$ cat config.mk
export PLATFORM = sky130hd
export DESIGN_NAME = casc_irq_ctrl
export DESIGN_NICKNAME = d
export VERILOG_FILES = /design/src/rtl/cic_pkg.sv /design/src/rtl/cic_sync.sv /design/src/rtl/cic_src_bank.sv /design/src/rtl/cic_lowest.sv /design/src/rtl/casc_irq_ctrl.sv
export SDC_FILE = /design/constraint.sdc
export NUM_CORES = 1
export LEC_CHECK = 0
export BUFFER_PORTS_ARGS = -buffer_cell sky130_fd_sc_hd__buf_2
export CAP_MARGIN = 20
export CELL_PAD_IN_SITES_DETAIL_PLACEMENT = 2
export CELL_PAD_IN_SITES_GLOBAL_PLACEMENT = 2
export CORE_UTILIZATION = 38
export CTS_CLUSTER_SIZE = 28
export DETAILED_ROUTE_END_ITERATION = 12
export GPL_ROUTABILITY_DRIVEN = 0
export GPL_TIMING_DRIVEN = 0
export PLACE_DENSITY = 0.78
export REMOVE_ABC_BUFFERS = 1
export SYNTH_ARGS = -nofsm -noshare
export SYNTH_HDL_FRONTEND = slang
export SYNTH_HIERARCHICAL = 1
export SYNTH_SLANG_ARGS = --single-unit
$ cat constraint.sdc
create_clock -name clk -period 3.9 [get_ports clk]
set_input_delay 0.585 -clock clk [delete_from_list [all_inputs] [get_ports clk]]
set_output_delay 0.585 -clock clk [all_outputs]
set_load 0.01 [all_outputs]
$ cat src/rtl/cic_pkg.sv
package cic_pkg;
   localparam int CIC_ADDR_W = 3;
   localparam int CIC_NGRP   = 3;

   typedef enum logic [CIC_ADDR_W-1:0] {
      REG_PSTAT = 3'd0,
      REG_PMASK = 3'd1,
      REG_PEDGE = 3'd2,
      REG_SOFT  = 3'd3,
      REG_SSTAT = 3'd4,
      REG_SMASK = 3'd5
   } cic_reg_e;

   // secondary ranges and the primary summary bit each one drives
   localparam logic [31:0] SEC_GRP [CIC_NGRP] = '{32'hFFFF_0000, 32'h0000_FF00, 32'h0000_00FF};
   localparam int          SUM_POS [CIC_NGRP] = '{4, 5, 6};
   localparam logic [31:0] SUM_MASK = 32'h0000_0070;
endpackage

$ cat src/rtl/cic_sync.sv
module cic_sync #(
   parameter int W      = 32,
   parameter int STAGES = 2
) (
   input  logic         clk,
   input  logic         rst_n,
   input  logic [W-1:0] d,
   output logic [W-1:0] q
);
   logic [W-1:0] chain [STAGES];

   if (STAGES < 2) begin : g_bad
      $error("cic_sync: STAGES must be at least 2");
   end

   for (genvar s = 0; s < STAGES; s++) begin : g_stage
      if (s == 0) begin : g_first
         always_ff @(posedge clk or negedge rst_n) begin
            if (!rst_n) chain[0] <= '0;
            else        chain[0] <= d;
         end
      end else begin : g_next
         always_ff @(posedge clk or negedge rst_n) begin
            if (!rst_n) chain[s] <= '0;
            else        chain[s] <= chain[s-1];
         end
      end
   end

   assign q = chain[STAGES-1];
endmodule

$ cat src/rtl/cic_src_bank.sv
module cic_src_bank #(
   parameter int           W         = 32,
   parameter logic [W-1:0] EDGE_MASK = '0
) (
   input  logic         clk,
   input  logic         rst_n,
   input  logic [W-1:0] lvl,
   input  logic [W-1:0] clr,
   output logic [W-1:0] stat
);
   logic [W-1:0] prev_q;
   logic [W-1:0] latch_q;
   logic [W-1:0] rise;

   assign rise = lvl & ~prev_q & EDGE_MASK;

   always_ff @(posedge clk or negedge rst_n) begin
      if (!rst_n) begin
         prev_q  <= '0;
         latch_q <= '0;
      end else begin
         prev_q  <= lvl & EDGE_MASK;
         // a detected edge outranks a clear in the same cycle
         latch_q <= ((latch_q & ~clr) | rise) & EDGE_MASK;
      end
   end

   assign stat = (latch_q & EDGE_MASK) | (lvl & ~EDGE_MASK);
endmodule

$ cat src/rtl/cic_lowest.sv
module cic_lowest #(
   parameter int W  = 32,
   localparam int IW = $clog2(W)
) (
   input  logic [W-1:0]  req,
   output logic [IW-1:0] idx,
   output logic          vld
);
   always_comb begin
      idx = '0;
      for (int i = W - 1; i >= 0; i--) begin
         if (req[i]) idx = IW'(i);
      end
   end
   assign vld = |req;
endmodule

$ cat src/rtl/casc_irq_ctrl.sv
module casc_irq_ctrl
   import cic_pkg::*;
#(
   parameter int              SRC_W       = 32,
   parameter int              SYNC_STAGES = 2,
   parameter logic [SRC_W-1:0] PRI_EDGE   = 32'hF1CF_0000,
   parameter logic [SRC_W-1:0] SEC_EDGE   = 32'h1041_0000,
   parameter logic [SRC_W-1:0] SOFT_BITS  = 32'h7000_0000,
   localparam int             IW          = $clog2(SRC_W)
) (
   input  logic                  clk,
   input  logic                  rst_n,
   input  logic [SRC_W-1:0]      pri_src,
   input  logic [SRC_W-1:0]      sec_src,
   input  logic                  bus_sel,
   input  logic                  bus_wr,
   input  logic [CIC_ADDR_W-1:0] bus_addr,
   input  logic [SRC_W-1:0]      bus_wdata,
   output logic [SRC_W-1:0]      bus_rdata,
   output logic                  cpu_irq,
   output logic [IW-1:0]         pri_vec,
   output logic                  pri_vld,
   output logic [IW-1:0]         sec_vec,
   output logic                  sec_vld,
   output logic [IW:0]           disp_vec,
   output logic                  disp_vld
);
   if (SRC_W != 32) begin : g_bad_w
      $error("casc_irq_ctrl: group ranges are defined for 32 sources");
   end
   if ((PRI_EDGE & SUM_MASK) != '0) begin : g_bad_edge
      $error("casc_irq_ctrl: summary bits must be level type");
   end
   if ((SOFT_BITS & ~PRI_EDGE) != '0) begin : g_bad_soft
      $error("casc_irq_ctrl: software bits must be edge type");
   end

   logic                 wr_en;
   logic [SRC_W-1:0]     pri_mask, sec_mask, soft_q;
   logic [SRC_W-1:0]     pri_sync, sec_sync;
   logic [SRC_W-1:0]     pri_stat, sec_stat;
   logic [SRC_W-1:0]     pri_pend, sec_pend;
   logic [SRC_W-1:0]     pri_clr, sec_clr;
   logic [SRC_W-1:0]     sum_vec, pri_lvl;
   logic                 irq_q;
   logic                 sum_hit;

   assign wr_en = bus_sel & bus_wr;

   // ---------------- register file ----------------
   always_ff @(posedge clk or negedge rst_n) begin
      if (!rst_n) begin
         pri_mask <= '0;
         sec_mask <= '0;
         soft_q   <= '0;
      end else if (wr_en) begin
         case (cic_reg_e'(bus_addr))
            REG_PMASK: pri_mask <= bus_wdata;
            REG_SMASK: sec_mask <= bus_wdata;
            REG_SOFT:  soft_q   <= bus_wdata & SOFT_BITS;
            default: ;
         endcase
      end
   end

   assign pri_clr = (wr_en && cic_reg_e'(bus_addr) == REG_PEDGE) ? ~bus_wdata : '0;
   assign sec_clr = (wr_en && cic_reg_e'(bus_addr) == REG_SSTAT) ? ~bus_wdata : '0;

   always_comb begin
      bus_rdata = '0;
      if (bus_sel) begin
         case (cic_reg_e'(bus_addr))
            REG_PSTAT: bus_rdata = pri_stat;
            REG_PMASK: bus_rdata = pri_mask;
            REG_PEDGE: bus_rdata = pri_stat & PRI_EDGE;
            REG_SOFT:  bus_rdata = soft_q;
            REG_SSTAT: bus_rdata = sec_stat;
            REG_SMASK: bus_rdata = sec_mask;
            default:   bus_rdata = '0;
         endcase
      end
   end

   // ---------------- synchronisers ----------------
   cic_sync #(.W(SRC_W), .STAGES(SYNC_STAGES)) u_pri_sync (
      .clk(clk), .rst_n(rst_n), .d(pri_src & ~SUM_MASK), .q(pri_sync)
   );
   cic_sync #(.W(SRC_W), .STAGES(SYNC_STAGES)) u_sec_sync (
      .clk(clk), .rst_n(rst_n), .d(sec_src), .q(sec_sync)
   );

   // ---------------- secondary level ----------------
   cic_src_bank #(.W(SRC_W), .EDGE_MASK(SEC_EDGE)) u_sec_bank (
      .clk(clk), .rst_n(rst_n), .lvl(sec_sync), .clr(sec_clr), .stat(sec_stat)
   );
   assign sec_pend = sec_stat & sec_mask;

   always_comb begin
      sum_vec = '0;
      for (int g = 0; g < CIC_NGRP; g++) begin
         sum_vec[SUM_POS[g]] = |(sec_pend & SEC_GRP[g]);
      end
   end

   // ---------------- primary level ----------------
   assign pri_lvl = pri_sync | soft_q | sum_vec;

   cic_src_bank #(.W(SRC_W), .EDGE_MASK(PRI_EDGE)) u_pri_bank (
      .clk(clk), .rst_n(rst_n), .lvl(pri_lvl), .clr(pri_clr), .stat(pri_stat)
   );
   assign pri_pend = pri_stat & pri_mask;

   always_ff @(posedge clk or negedge rst_n) begin
      if (!rst_n) irq_q <= 1'b0;
      else        irq_q <= |pri_pend;
   end
   assign cpu_irq = irq_q;

   // ---------------- vectors ----------------
   cic_lowest #(.W(SRC_W)) u_pri_low (.req(pri_pend), .idx(pri_vec), .vld(pri_vld));
   cic_lowest #(.W(SRC_W)) u_sec_low (.req(sec_pend), .idx(sec_vec), .vld(sec_vld));

   assign sum_hit  = |(pri_pend & SUM_MASK);
   assign disp_vec = sum_hit ? {1'b1, sec_vec} : {1'b0, pri_vec};
   assign disp_vld = sum_hit ? sec_vld : pri_vld;
endmodule

==> impl_metrics.yaml <==
placement:
  placement.io_buffers: 151
  dp_hpwl_mm: 19.5
  placed_cells: 1186
  pre_cts_slack_ns: -0.0884
sta:
  worstMarginPinSlew_ns: 0.960
  setup_viol: 11
  finalCriticalPeriod_ns: 4.22
  hold_violations: 0
  rsz0062_at_grt: "true"
  layout_setup_ws_ns: -0.320
  fmax_ghz: 0.237
  maxSlewViolCount: 0
  fin_worst_skew_ns: 0.0197
  fin_setup_tns_ns: -2.08
  max_slew_margin: 0.360
  final.period_utilization: 1.08
synthesis:
  ys_warn_count: 6
  syn_inst: 842
  syn-cell-area_mm2: 0.0100
  syn_avg_cell_area_um2: 11.9
clocking:
  clockRootBuffer: "clkbuf_16"
  cts_tree: "yes"
  clock_sinks: 224
  path_clk_slew_ns: 0.06
  cts_hold_buf: 0
  cts_max_path_buffers: 3
  cts_made_buffers: 26
  cts_max_level: 1
  clk_latency_ns: 0.54
detailed_routing:
  vias: 6690
  wl_per_cell_um: 23.1
  drc_errors: 0
  ant_nets: 0
  viasPerCell: 5.33
  first_iter_violations: 354
  routed_wl_mm: 29.0
  dr.pass1.iters: 4
cells_and_area:
  fillers: 2516
  n_antenna_cell: 0
  drive_above_1_share: 0.392
  fin_cells: 1254
  fin_nets: 1007
  finish.utilization: 0.457
  area_growth_pct: 16.4
pwr:
  p_per_area_mw_per_mm2: 587
  ir_worst_vdd_mv: 0.407
  p_leak_nw: 5.28
die:
  die_w_um: 164
  core_region_area_mm2: 0.0255
  num_rows: 58
  die_area_mm2: 0.0270
  ioPinCount: 155
  start_util: 0.392
  fp.dieH_um: 164
critical_path:
  r2r_slack_ns: 1.20
  critPathLaunchType: "flip-flop"
  cp-end-kind: "primary output"
  crit_arrival_ns: 3.64
  worstSetupPathType: "reg2out"
  crit_required_ns: 3.31
  worstPathMaxFanout: 3
global_route:
  grt_pass1_vias: 7563
  grt_pass1_wl_mm: 44.3
  grt_remaining_overflow: 0
  grt_max_degree: 115
  antenna_found_initial: 0
  grtUsageTotal: 0.220
status:
  status: "finished with violations"
  violations: "setup timing"
run:
  cap_violations: 0
hold_path:
  hp-class: "in2async"
-- where the power goes --
part	switching [mW]	leakage, nW	internal [mW]	total, mW
clock network	0.965	0.481	1.69	2.66
registers	0.171	2.61	2.57	2.74
logic	0.770	2.19	0.655	1.43
-- worst max-delay path, stage by stage, from the launching register on --
cell and delay [ns]:
dfrtp_1 0.40, and2_4 0.18, or2_0 0.19, or4b_1 0.46, or4_4 0.44, and2_4 0.18
nor2_4 0.10, o31ai_4 0.07, or4_4 0.43, nor3_2 0.16, a21o_1 0.22, mux2_4 0.18
buf_6 0.09
-- cell usage in the layout, fill, tap and decap left out, drive strengths merged, types with 3 or more instances in the layout --
cell type	instances
or4	17
bufinv	4
a22oi	56
clkbuf	39
nor2	47
o21ai	6
mux2	84
and2	66
nor3	17
nand2	9
buf	176
nand4	5
a2bb2oi	8
dfrtp	224
clkinv	5
nor2b	3
conb	3
o22ai	14
nor4	19
inv	41
a21oi	38
or2	5
nor3b	5
a2111oi	4
o31ai	8
nand3	3
-- repair_timing --
item | in CTS | in global routing
gates resized for setup | 39 | 12
endpoints found under the setup margin | 14 | 12
buffers inserted | 13 | 6
pin swaps | 9 | 3
-- metrics by stage --
stage / hold WS (ns) / area, µm² / power (mW)
after CTS: 0.128 / 11500 / 6.84
after global routing: 0.136 / 11600 / 7.10
final: 0.0740 / 11600 / 6.83
after global placement: 0.333 / 10200 / 3.88
after detailed placement: 0.336 / 10300 / 3.97
after floorplan: 0.289 / 8990 / 3.46
-- final cells by class --
type | instances | area, µm² | share of cell area
clock inverter | 9 | 156 | 0.0134
timing repair buffer | 176 | 1090 | 0.0935
multi-input combinational | 435 | 3410 | 0.293
clock buffer | 39 | 810 | 0.0696
tap | 330 | 413 | 0.0355
inverter | 41 | 154 | 0.0132
sequential | 224 | 5610 | 0.482
-- state kept, by name, indices dropped and copies added (netlist names) --
| register | count |
|---|---|
| sec_mask | 32 |
| u_sec_bank/latch_q | 3 |
| u_pri_bank/latch_q | 11 |
| u_pri_sync/chain | 32 |
| cpu_irq | 1 |
| soft_q | 3 |
| u_sec_sync/chain | 32 |
| u_sec_bank/prev_q | 3 |
| u_sec_sync/q | 32 |
| u_pri_sync/q | 32 |
| pri_mask | 32 |
| u_pri_bank/prev_q | 11 |
-- routing by layer --
metal / vias to the layer above / GRT usage / part of all wire / routed length (µm)
met2: 186 / 0.381 / 0.51 / 14700
li1: 2953 / - / - / -
met3: 50 / 0.0280 / 0.042 / 1230
met4: 0 / 0.0707 / 0.026 / 760
met1: 3501 / 0.283 / 0.43 / 12300
met5: - / 0 / 0 / 0
-- final timing paths --
| check | start | end | depth (start not counted) |
|---|---|---|---|
| hold / removal | rst_n | u_pri_sync/chain[62]$_DFF_PN0_ | 1 |
| setup reg to reg | u_sec_sync/q[2]$_DFF_PN0_ | cpu_irq$_DFF_PN0_ | 10 |
| hold reg to reg | u_sec_sync/chain[60]$_DFF_PN0_ | u_sec_sync/q[28]$_DFF_PN0_ | 0 |
| setup / recovery | u_sec_sync/q[11]$_DFF_PN0_ | disp_vec[1] | 12 |
| min in group clk | sec_src[25] | u_sec_sync/chain[57]$_DFF_PN0_ | 1 |
| max in group asynchronous | rst_n | sec_mask[2]$_DFFE_PN0P_ | 2 |
Note: power is estimated with default switching activity, not from simulation.
